<file path="config.mk">
export PLATFORM = sky130hd
export DESIGN_NAME = efs_seq
export DESIGN_NICKNAME = d
export VERILOG_FILES = /design/src/rtl/efs_pkg.sv /design/src/rtl/efs_cursor.sv /design/src/rtl/efs_edge_rules.sv /design/src/rtl/efs_seq.sv
export SDC_FILE = /design/constraint.sdc
export NUM_CORES = 1
export LEC_CHECK = 0
export ABC_AREA = 1
export BUFFER_PORTS_ARGS = -buffer_cell sky130_fd_sc_hd__buf_4
export CAP_MARGIN = 20
export CORE_MARGIN = 2
export CORE_UTILIZATION = 62
export DETAILED_ROUTE_END_ITERATION = 7
export GPL_ROUTABILITY_DRIVEN = 0
export PLACE_DENSITY_LB_ADDON = 0.15
export SKIP_CTS_REPAIR_TIMING = 1
export SLEW_MARGIN = 5
export SYNTH_ARGS = -nofsm -noshare
export SYNTH_HDL_FRONTEND = slang
export SYNTH_SLANG_ARGS = --single-unit
</file>
<file path="constraint.sdc">
create_clock -name clk -period 5.28 [get_ports clk]
set_clock_uncertainty 0.15 [all_clocks]
set_input_delay 0.264 -clock clk [delete_from_list [all_inputs] [get_ports clk]]
set_output_delay 0.264 -clock clk [all_outputs]
set_load 0.02 [all_outputs]
</file>
<file path="src/rtl/efs_pkg.sv">
package efs_pkg;

   typedef enum logic [1:0] {
      SIDE_LEFT   = 2'd0,
      SIDE_TOP    = 2'd1,
      SIDE_RIGHT  = 2'd2,
      SIDE_BOTTOM = 2'd3
   } side_e;

   typedef enum logic [1:0] {
      ST_IDLE = 2'd0,
      ST_SELF = 2'd1,
      ST_SIDE = 2'd2
   } seq_state_e;

endpackage

</file>
<file path="src/rtl/efs_cursor.sv">
module efs_cursor #(
   parameter int IDX_W = 12
) (
   input  logic             clk,
   input  logic             rst_n,
   input  logic             load_i,
   input  logic             step_i,
   input  logic [IDX_W-1:0] lo_i,
   input  logic [IDX_W-1:0] hi_i,
   input  logic [IDX_W-1:0] row_w_i,
   output logic [IDX_W-1:0] cur_o,
   output logic [IDX_W-1:0] row_start_o,
   output logic             first_o,
   output logic             last_o,
   output logic             final_o
);
   localparam int SW = IDX_W + 1;

   logic [IDX_W-1:0] cur_q, row_q;
   logic [SW-1:0]    row_next, cur_inc;

   assign row_next = {1'b0, row_q} + {1'b0, row_w_i};
   assign cur_inc  = {1'b0, cur_q} + SW'(1);

   assign first_o     = (cur_q == row_q);
   assign last_o      = (cur_inc == row_next);
   assign final_o     = last_o && (row_next >= {1'b0, hi_i});
   assign cur_o       = cur_q;
   assign row_start_o = row_q;

   always_ff @(posedge clk or negedge rst_n) begin
      if (!rst_n) begin
         cur_q <= '0;
         row_q <= '0;
      end else if (load_i) begin
         cur_q <= lo_i;
         row_q <= lo_i;
      end else if (step_i) begin
         if (last_o) begin
            row_q <= row_next[IDX_W-1:0];
            cur_q <= row_next[IDX_W-1:0];
         end else begin
            cur_q <= cur_inc[IDX_W-1:0];
         end
      end
   end
endmodule

</file>
<file path="src/rtl/efs_edge_rules.sv">
module efs_edge_rules
   import efs_pkg::*;
#(
   parameter int IDX_W = 12
) (
   input  side_e            side_i,
   input  logic [IDX_W-1:0] cur_i,
   input  logic [IDX_W-1:0] row_start_i,
   input  logic [IDX_W-1:0] row_w_i,
   input  logic [IDX_W-1:0] top_i,
   input  logic [IDX_W-1:0] bot_i,
   input  logic             first_i,
   input  logic             last_i,
   input  logic             nb_coded_i,
   output logic             want_o
);
   localparam int SW = IDX_W + 1;

   logic [SW-1:0] below_sum;
   assign below_sum = {1'b0, cur_i} + {1'b0, row_w_i};

   always_comb begin
      unique case (side_i)
         SIDE_LEFT:   want_o = !first_i;
         SIDE_TOP:    want_o = (row_start_i > top_i);
         SIDE_RIGHT:  want_o = !last_i && !nb_coded_i;
         SIDE_BOTTOM: want_o = (below_sum < {1'b0, bot_i}) && !nb_coded_i;
         default:     want_o = 1'b0;
      endcase
   end
endmodule

</file>
<file path="src/rtl/efs_seq.sv">
module efs_seq
   import efs_pkg::*;
#(
   parameter int IDX_W     = 12,
   parameter int DESC_W    = 32,
   parameter int CODED_BIT = 0
) (
   input  logic              clk,
   input  logic              rst_n,
   input  logic              start_i,
   input  logic [IDX_W-1:0]  frag_lo_i,
   input  logic [IDX_W-1:0]  frag_hi_i,
   input  logic [IDX_W-1:0]  row_w_i,
   input  logic [IDX_W-1:0]  top_idx_i,
   input  logic [IDX_W-1:0]  bot_idx_i,
   output logic [IDX_W-1:0]  lk_idx_o,
   input  logic [DESC_W-1:0] lk_desc_i,
   output logic              cmd_valid_o,
   output logic [IDX_W-1:0]  cmd_frag_o,
   output logic [1:0]        cmd_side_o,
   input  logic              cmd_ready_i,
   output logic              busy_o,
   output logic              done_o
);
   generate
      if (IDX_W < 2 || DESC_W < 1 || CODED_BIT < 0 || CODED_BIT >= DESC_W) begin : g_bad_cfg
         $error("efs_seq: illegal parameter set");
      end
   endgenerate

   seq_state_e       st_q;
   side_e            side_q;
   logic             done_q;
   logic [IDX_W-1:0] hi_q, w_q, top_q, bot_q;

   logic [IDX_W-1:0] cur, row_start;
   logic             first, last, fin;
   logic             coded, want, bail, load, step, side_adv;

   assign coded = lk_desc_i[CODED_BIT];
   assign bail  = (frag_lo_i >= frag_hi_i) || (row_w_i <= IDX_W'(1));
   assign load  = (st_q == ST_IDLE) && start_i && !bail;
   assign side_adv = (st_q == ST_SIDE) && (!want || cmd_ready_i);
   assign step  = !fin && (((st_q == ST_SELF) && !coded) ||
                           (side_adv && side_q == SIDE_BOTTOM));

   efs_cursor #(.IDX_W(IDX_W)) u_cursor (
      .clk        (clk),
      .rst_n      (rst_n),
      .load_i     (load),
      .step_i     (step),
      .lo_i       (frag_lo_i),
      .hi_i       (hi_q),
      .row_w_i    (w_q),
      .cur_o      (cur),
      .row_start_o(row_start),
      .first_o    (first),
      .last_o     (last),
      .final_o    (fin)
   );

   efs_edge_rules #(.IDX_W(IDX_W)) u_rules (
      .side_i     (side_q),
      .cur_i      (cur),
      .row_start_i(row_start),
      .row_w_i    (w_q),
      .top_i      (top_q),
      .bot_i      (bot_q),
      .first_i    (first),
      .last_i     (last),
      .nb_coded_i (coded),
      .want_o     (want)
   );

   always_comb begin
      lk_idx_o = cur;
      if (st_q == ST_SIDE) begin
         if (side_q == SIDE_RIGHT)       lk_idx_o = cur + IDX_W'(1);
         else if (side_q == SIDE_BOTTOM) lk_idx_o = cur + w_q;
      end
   end

   always_ff @(posedge clk or negedge rst_n) begin
      if (!rst_n) begin
         st_q   <= ST_IDLE;
         side_q <= SIDE_LEFT;
         done_q <= 1'b0;
         hi_q   <= '0;
         w_q    <= '0;
         top_q  <= '0;
         bot_q  <= '0;
      end else begin
         done_q <= 1'b0;
         unique case (st_q)
            ST_IDLE: begin
               if (start_i) begin
                  hi_q  <= frag_hi_i;
                  w_q   <= row_w_i;
                  top_q <= top_idx_i;
                  bot_q <= bot_idx_i;
                  if (bail) done_q <= 1'b1;
                  else      st_q   <= ST_SELF;
               end
            end
            ST_SELF: begin
               side_q <= SIDE_LEFT;
               if (coded) begin
                  st_q <= ST_SIDE;
               end else if (fin) begin
                  st_q   <= ST_IDLE;
                  done_q <= 1'b1;
               end
            end
            ST_SIDE: begin
               if (side_adv) begin
                  if (side_q == SIDE_BOTTOM) begin
                     if (fin) begin
                        st_q   <= ST_IDLE;
                        done_q <= 1'b1;
                     end else begin
                        st_q <= ST_SELF;
                     end
                  end else begin
                     side_q <= side_e'(side_q + 2'd1);
                  end
               end
            end
            default: st_q <= ST_IDLE;
         endcase
      end
   end

   assign cmd_valid_o = (st_q == ST_SIDE) && want;
   assign cmd_frag_o  = cur;
   assign cmd_side_o  = side_q;
   assign busy_o      = (st_q != ST_IDLE);
   assign done_o      = done_q;
endmodule

</file>
## Word level (Yosys, flattened, before mapping)

Cells that the tools add are included.

- Shifts and indexed selects: 0
- Reductions and logical operators: 29
- Bitwise operators: 0
- $add $sub $neg: 6
- Multipliers: 0
- Divide/modulo/power cells: 0
- Order comparisons: 5
- Multiplexer cells: 28
- Equality and inequality tests: 13

Operators by type and width:

| cell | number |
|---|---|
| 2-to-1 mux 12 bit | 9 |
| adder 12 x 12 -> 13 bit | 2 |
| 2-to-1 mux 2 bit | 8 |
| adder 12 x 1 -> 13 bit, second input constant | 1 |
| == test 13 bit | 1 |
| >= comparator 13 x 12 -> 1 bit | 1 |
| < comparator 13 x 12 -> 1 bit | 1 |
| adder 12 x 1 -> 12 bit, second input constant | 1 |
| adder 12 bit | 1 |
| == test 12 bit | 1 |
| >= comparator 12 bit | 1 |
| > comparator 12 bit | 1 |
| <= comparator 12 x 1 -> 1 bit, second input constant | 1 |
| logical AND 1 bit | 10 |
| inequality test 2 bit, second input constant | 5 |
| nonzero test 2 bit | 4 |
| 2-to-1 mux 1 bit | 7 |
| == test 2 bit, second input constant | 3 |
| logical NOT 1 bit | 6 |
| case mux 2 bit (3 select lines) | 1 |
| AND reduction 5 bit | 1 |
| == test 2 x 1 -> 1 bit, second input constant | 2 |
| logical NOT 2 bit | 2 |
| case mux 1 bit (4 select lines) | 1 |
| other kinds (7) | 10 |

- Latch bits: 0
- Logic and storage cells: 90
- RAM bits: 0
- Memories kept: 0
- Flip-flop bits (word level): 77
- Bits in read-only memories: 0
- Input port bits: 96

## Depth between registers and ports, before layout

- Depth in word-level cells: 13
- Depth in mapped cells: 29

## Cells and area by module

Synthesis repeated with hierarchy kept, for this count alone.

- Cell total of the unflattened synthesis: 1164
- Area, all modules: 7674.9 um^2

By module, submodules not included:

| module | cells each | sequential area each (um^2) | area an instance (um^2) | instances |
|---|---|---|---|---|
| efs_seq | 537 | 1326.3 | 3662.3 | 1 |
| efs_cursor | 435 | 600.6 | 2808.9 | 1 |
| efs_edge_rules | 192 | 0.0 | 1203.7 | 1 |

## Least setup slack after synthesis

No wires, ideal clock.

- Kind: flip-flop to flip-flop
- From: register u_cursor.cur_q[0] (netlist: u_cursor.cur_o[0])
- To: register side_q[0] (netlist: cmd_side_o[0])
- Stages on the path, launching flop included: 25
- Library setup time: 134 ps
- Path buffers: 0
- Clock period less this slack: 3812 ps
- Path slack: 1468 ps
- Data arrival time: 3528 ps
- Cell sequence: dfrtp_1 > ha_1 > inv_1 > fa_1 > nor3_1 > nor2_1 > o21ai_0 > xor2_1 > ha_1 > inv_1 > nor3_1 > nor2_1 > nand3_1 > nand3_1 > nand2_1 > nand2_1 > nand2_1 > nand2_1 > nand3_1 > nand2_1 > nand2_1 > nor2_1 > nand2_1 > o21ai_0 > o21ai_0

- Word-level cells in the longest chain between the ends: 10

RTL lines:

| what | line | text |
|---|---|---|
| start, declared | efs_cursor.sv:19 | `logic [IDX_W-1:0] cur_q, row_q;` |
| start signal, assigned | efs_cursor.sv:36 | `cur_q <= lo_i;` |
| start signal, assigned | efs_cursor.sv:41 | `cur_q <= row_next[IDX_W-1:0];` |
| start signal, assigned | efs_cursor.sv:43 | `cur_q <= cur_inc[IDX_W-1:0];` |
| parallel branches: the longest is 4 deep, another holds adder 12 x 12 -> 13 bit | - |  |
| case mux 1 bit (4 select lines) * | efs_edge_rules.sv:23 | `unique case (side_i)` |
| logical NOT 1 bit * | efs_seq.sv:43 | `assign side_adv = (st_q == ST_SIDE) && (!want \|\| cmd_ready_i);` |
| logical OR 1 bit * | efs_seq.sv:43 |  |
| logical AND 1 bit * | efs_seq.sv:43 |  |
| inequality test 2 bit (no source line) * | - |  |
| AND reduction 3 bit (no source line) * | - |  |
| end signal, assigned | efs_seq.sv:124 | `side_q <= side_e'(side_q + 2'd1);` |
| end, declared | efs_seq.sv:32 | `side_e side_q;` |

Mark *: on every way between the ends.
A chain may end at the register's enable or synchronous reset.

## Final worst setup path

- From: register u_cursor.cur_q[0] (netlist: u_cursor.cur_o[0])
- To: register u_cursor.row_q[2] (netlist: u_cursor.row_start_o[2])

- Word-level cells in the longest chain between the ends: 13

RTL lines:

| what | line | text |
|---|---|---|
| parallel branches: the longest is 12 deep, another holds adder 12 x 12 -> 13 bit | - |  |
| AND reduction 2 bit (no source line) * | - |  |
| end signal, assigned | efs_cursor.sv:37 | `row_q <= lo_i;` |
| end signal, assigned | efs_cursor.sv:40 | `row_q <= row_next[IDX_W-1:0];` |
| end, declared | efs_cursor.sv:19 |  |

Marks and branches as above.

==> summary.md <==
| Metric | Value |
|---|---|
| #FFs+latches synth | 77 |
| Commonest non-fill, non-tap cells in the layout | nand2_1 (237), inv_1 (126), buf_4 (98), dfrtp_1 (77), ha_1 (76) |
| Sequential fraction of the synthesis area | 0.287 |
| Final TNS setup | 0 ns |
| Sinks on the clock net | 77 |
| Crit-path max FO | 11 |
| PortBufs | 93 |
| Ant diodes | 0 |
| Syn_area_per_cell | ~7.2 µm² |
| Row count | 37 |
| Number of nets in the layout | 1,201 |
| HP Class | in -> reg |
| Finished Cell Area | 7820 µm² |
| Synth top area share | 0.287 |
| Fill cell count | 886 |
| DRC viols | 0 |
| GRT Overall Usage | 0.325 |
| Vias per cell | 5.64 |
| Setup violators final | 0 |
| Post-synth top flop | dfrtp_1 |
| Largest net degree at the start of global routing | 78 |
| Final ANT Viol Nets | 0 |
| Post-synth EDFFs | 0 |
| Yosys warnings | 0 |
| Status | finished, violations left |
| Placement Cell Area | 7450 µm² |
| Avg WL per Cell | about 15 µm |
| Non-filler cells, final | ~1,200 |
| Startpoint Class | register |
| Via count | 6,581 |
| Max_cap viols | 0 |
| Worst hold slack | -0.00808 ns |
| Initial antenna violation count | 0 |
| Vias in the first global route | between 6,000 and 7,000 |
| Clk root buf | clkbuf_8 |
| Max-slew headroom | 0.399 |
| Reg clk slew, reported paths | approximately 0.08 ns |
| Critical path required time | 5.38 ns |
| Post-synth ARST share | 1.00 |
| Fin crit share | 0.830 |
| Clock buffer depth | 2 |
| Global route overflow | 0 |
| WL final | 18,000 µm |
| Finished Core Util | 0.751 |
| Max Clock Freq | 228 MHz |
| Layout cell share with drive strength beyond 1 | 0.169 |
| Die height | 108 µm |
| I/O pin total | approximately 130 |
| Ranking of synthesized cells by area | dfrtp_1 (29%), ha_1 (14%), nand2_1 (13%) |
| Reg2Reg Setup Slack | approximately 0.9 ns |
| Setup crit end kind | register |
| Critical path type | reg -> reg |
| Number of CTS-inserted buffers | 9 |
| Endpoints failing hold | 4 |
| Power Density | ~730 nW/µm² |
| Die width | 108 µm |
| Synth Net Count | 1,104 |
| Failing checks | hold timing |
| Mapped Area | 6710 µm² |
| Post-synthesis cell type count | 48 |
| DRT iter0 DRCs | ~600 |
| CTS tree | yes |
| Core Region | approximately 10,000 µm² |
| Leak | 4.17 nW |
| Maximum vdd drop | 0.000476 V |
| RSZ-0062 raised after global routing | false |
| Die ar. | 11,700 µm² |
| Global-route wire length before repair | 29,600 µm |
| Synth area leader | dfrtp_1 |
| Slew @ Worst Pin | 0.894 ns |
| Cells after synthesis | a little over 900 |
| Dpl hpwl | 13,900 µm |
| Worst-Skew Late Latency | 0.36 ns |
| P&R area growth vs syn | 16.5% |
| Post-Place Cells | 1,140 |
| CTS HTree Levels | 3 |
| Initial core utilization | 0.644 |
| Commonest non-fill, non-tap cell in the layout | nand2_1 |
| Pins Over Slew Limit | 0 |
| Final min period | 4.38 ns |
| Data arrival, critical path | about 4.5 ns |
| Pre-Repair DR Iteration Count | 5 |
==> cells in the mapped netlist, types with 6 or more instances <==
cell,n
nand2_1,238
inv_1,126
dfrtp_1,77
ha_1,76
nand3_1,65
nor2_1,65
a21oi_1,57
o21ai_0,51
nand2_2,16
xor2_1,16
mux2_2,14
nand4_1,13
nor3_1,13
clkbuf_1,10
xnor2_1,8
o21ai_2,7
a211oi_1,6
==> sequential cells by signal, summed over array words and instances, names as in the netlist <==
register,flops
bot_q,12
st_q,2
cmd_side_o,2
top_q,12
u_cursor.row_start_o,12
done_o,1
hi_q,12
w_q,12
u_cursor.cur_o,12
==> worst max-delay path: stages, from the launching register on <==
cell and delay (ns):
dfrtp_1 0.54, ha_1 0.21, inv_1 0.06, fa_1 0.44
o21ai_0 0.40, xor2_1 0.25, ha_1 0.28, a21oi_1 0.14
o21ai_0 0.12, o21ai_0 0.26, nand3_1 0.10, nand3_1 0.08
nand2_1 0.05, nand2_1 0.05, nand2_1 0.05, nand2_1 0.06
nand3_1 0.07, nand2_1 0.08, nand3_1 0.08, nand2_1 0.08
nand2_2 0.12, nand3_2 0.16, nand2_2 0.22, nand2_1 0.15
nand2_1 0.07
==> cell families after synthesis <==
family	after synthesis	synth area share
and+or+nand+nor	433	0.284
buffers and inverters	155	0.0990
AOI/OAI and AO/OA	148	0.125
adders and majority gates	78	0.148
DFF	77	0.287
xor gates and xnor gates	25	0.0337
muxes	14	0.0235
==> final timing paths <==
kind	startpoint	end	cells after the start
hold reg to reg	hi_q[1]	hi_q[1]	2
setup / recovery	u_cursor.cur_o[0]	u_cursor.row_start_o[2]	24
setup reg to reg	u_cursor.cur_o[0]	u_cursor.row_start_o[2]	24
hold / removal	top_idx_i[3]	top_q[3]	3
min in group asynchronous	rst_n	top_q[7]	2
max in group asynchronous	rst_n	u_cursor.row_start_o[1]	3
==> final cells by class <==
type                       instances  area, µm²  area share
inverter                         131        492      0.0629
clock inverter                     3       67.6     0.00864
tap                              136        170      0.0218
timing repair buffer             110        873       0.112
sequential                        77       1930       0.246
clock buffer                      12        165      0.0211
multi-input combinational        698       4120       0.527
==> metrics by stage <==
| step | setup WS, ns | total power (W) |
|---|---|---|
| floorplan | 1.47 | 0.00405 |
| detailed placement | 1.03 | 0.00506 |
| finish | 0.900 | 0.00568 |
| CTS | 0.928 | 0.00563 |
| global route | 0.542 | 0.00629 |
| global placement | 1.11 | 0.00495 |
==> per-layer routing <==
metal,wire (µm),track usage,vias up
met3,1560,0.0536,55
met2,8210,0.529,305
met4,644,0.120,0
li1,-,-,3244
met5,0,0,-
met1,7610,0.438,2977
==> where the power goes <==
group	internal, W	switching (W)
combinational	0.00151	0.00245
clock	0.000303	0.000230
sequential	0.000862	0.000324
Note: power is estimated with default switching activity, not from simulation.
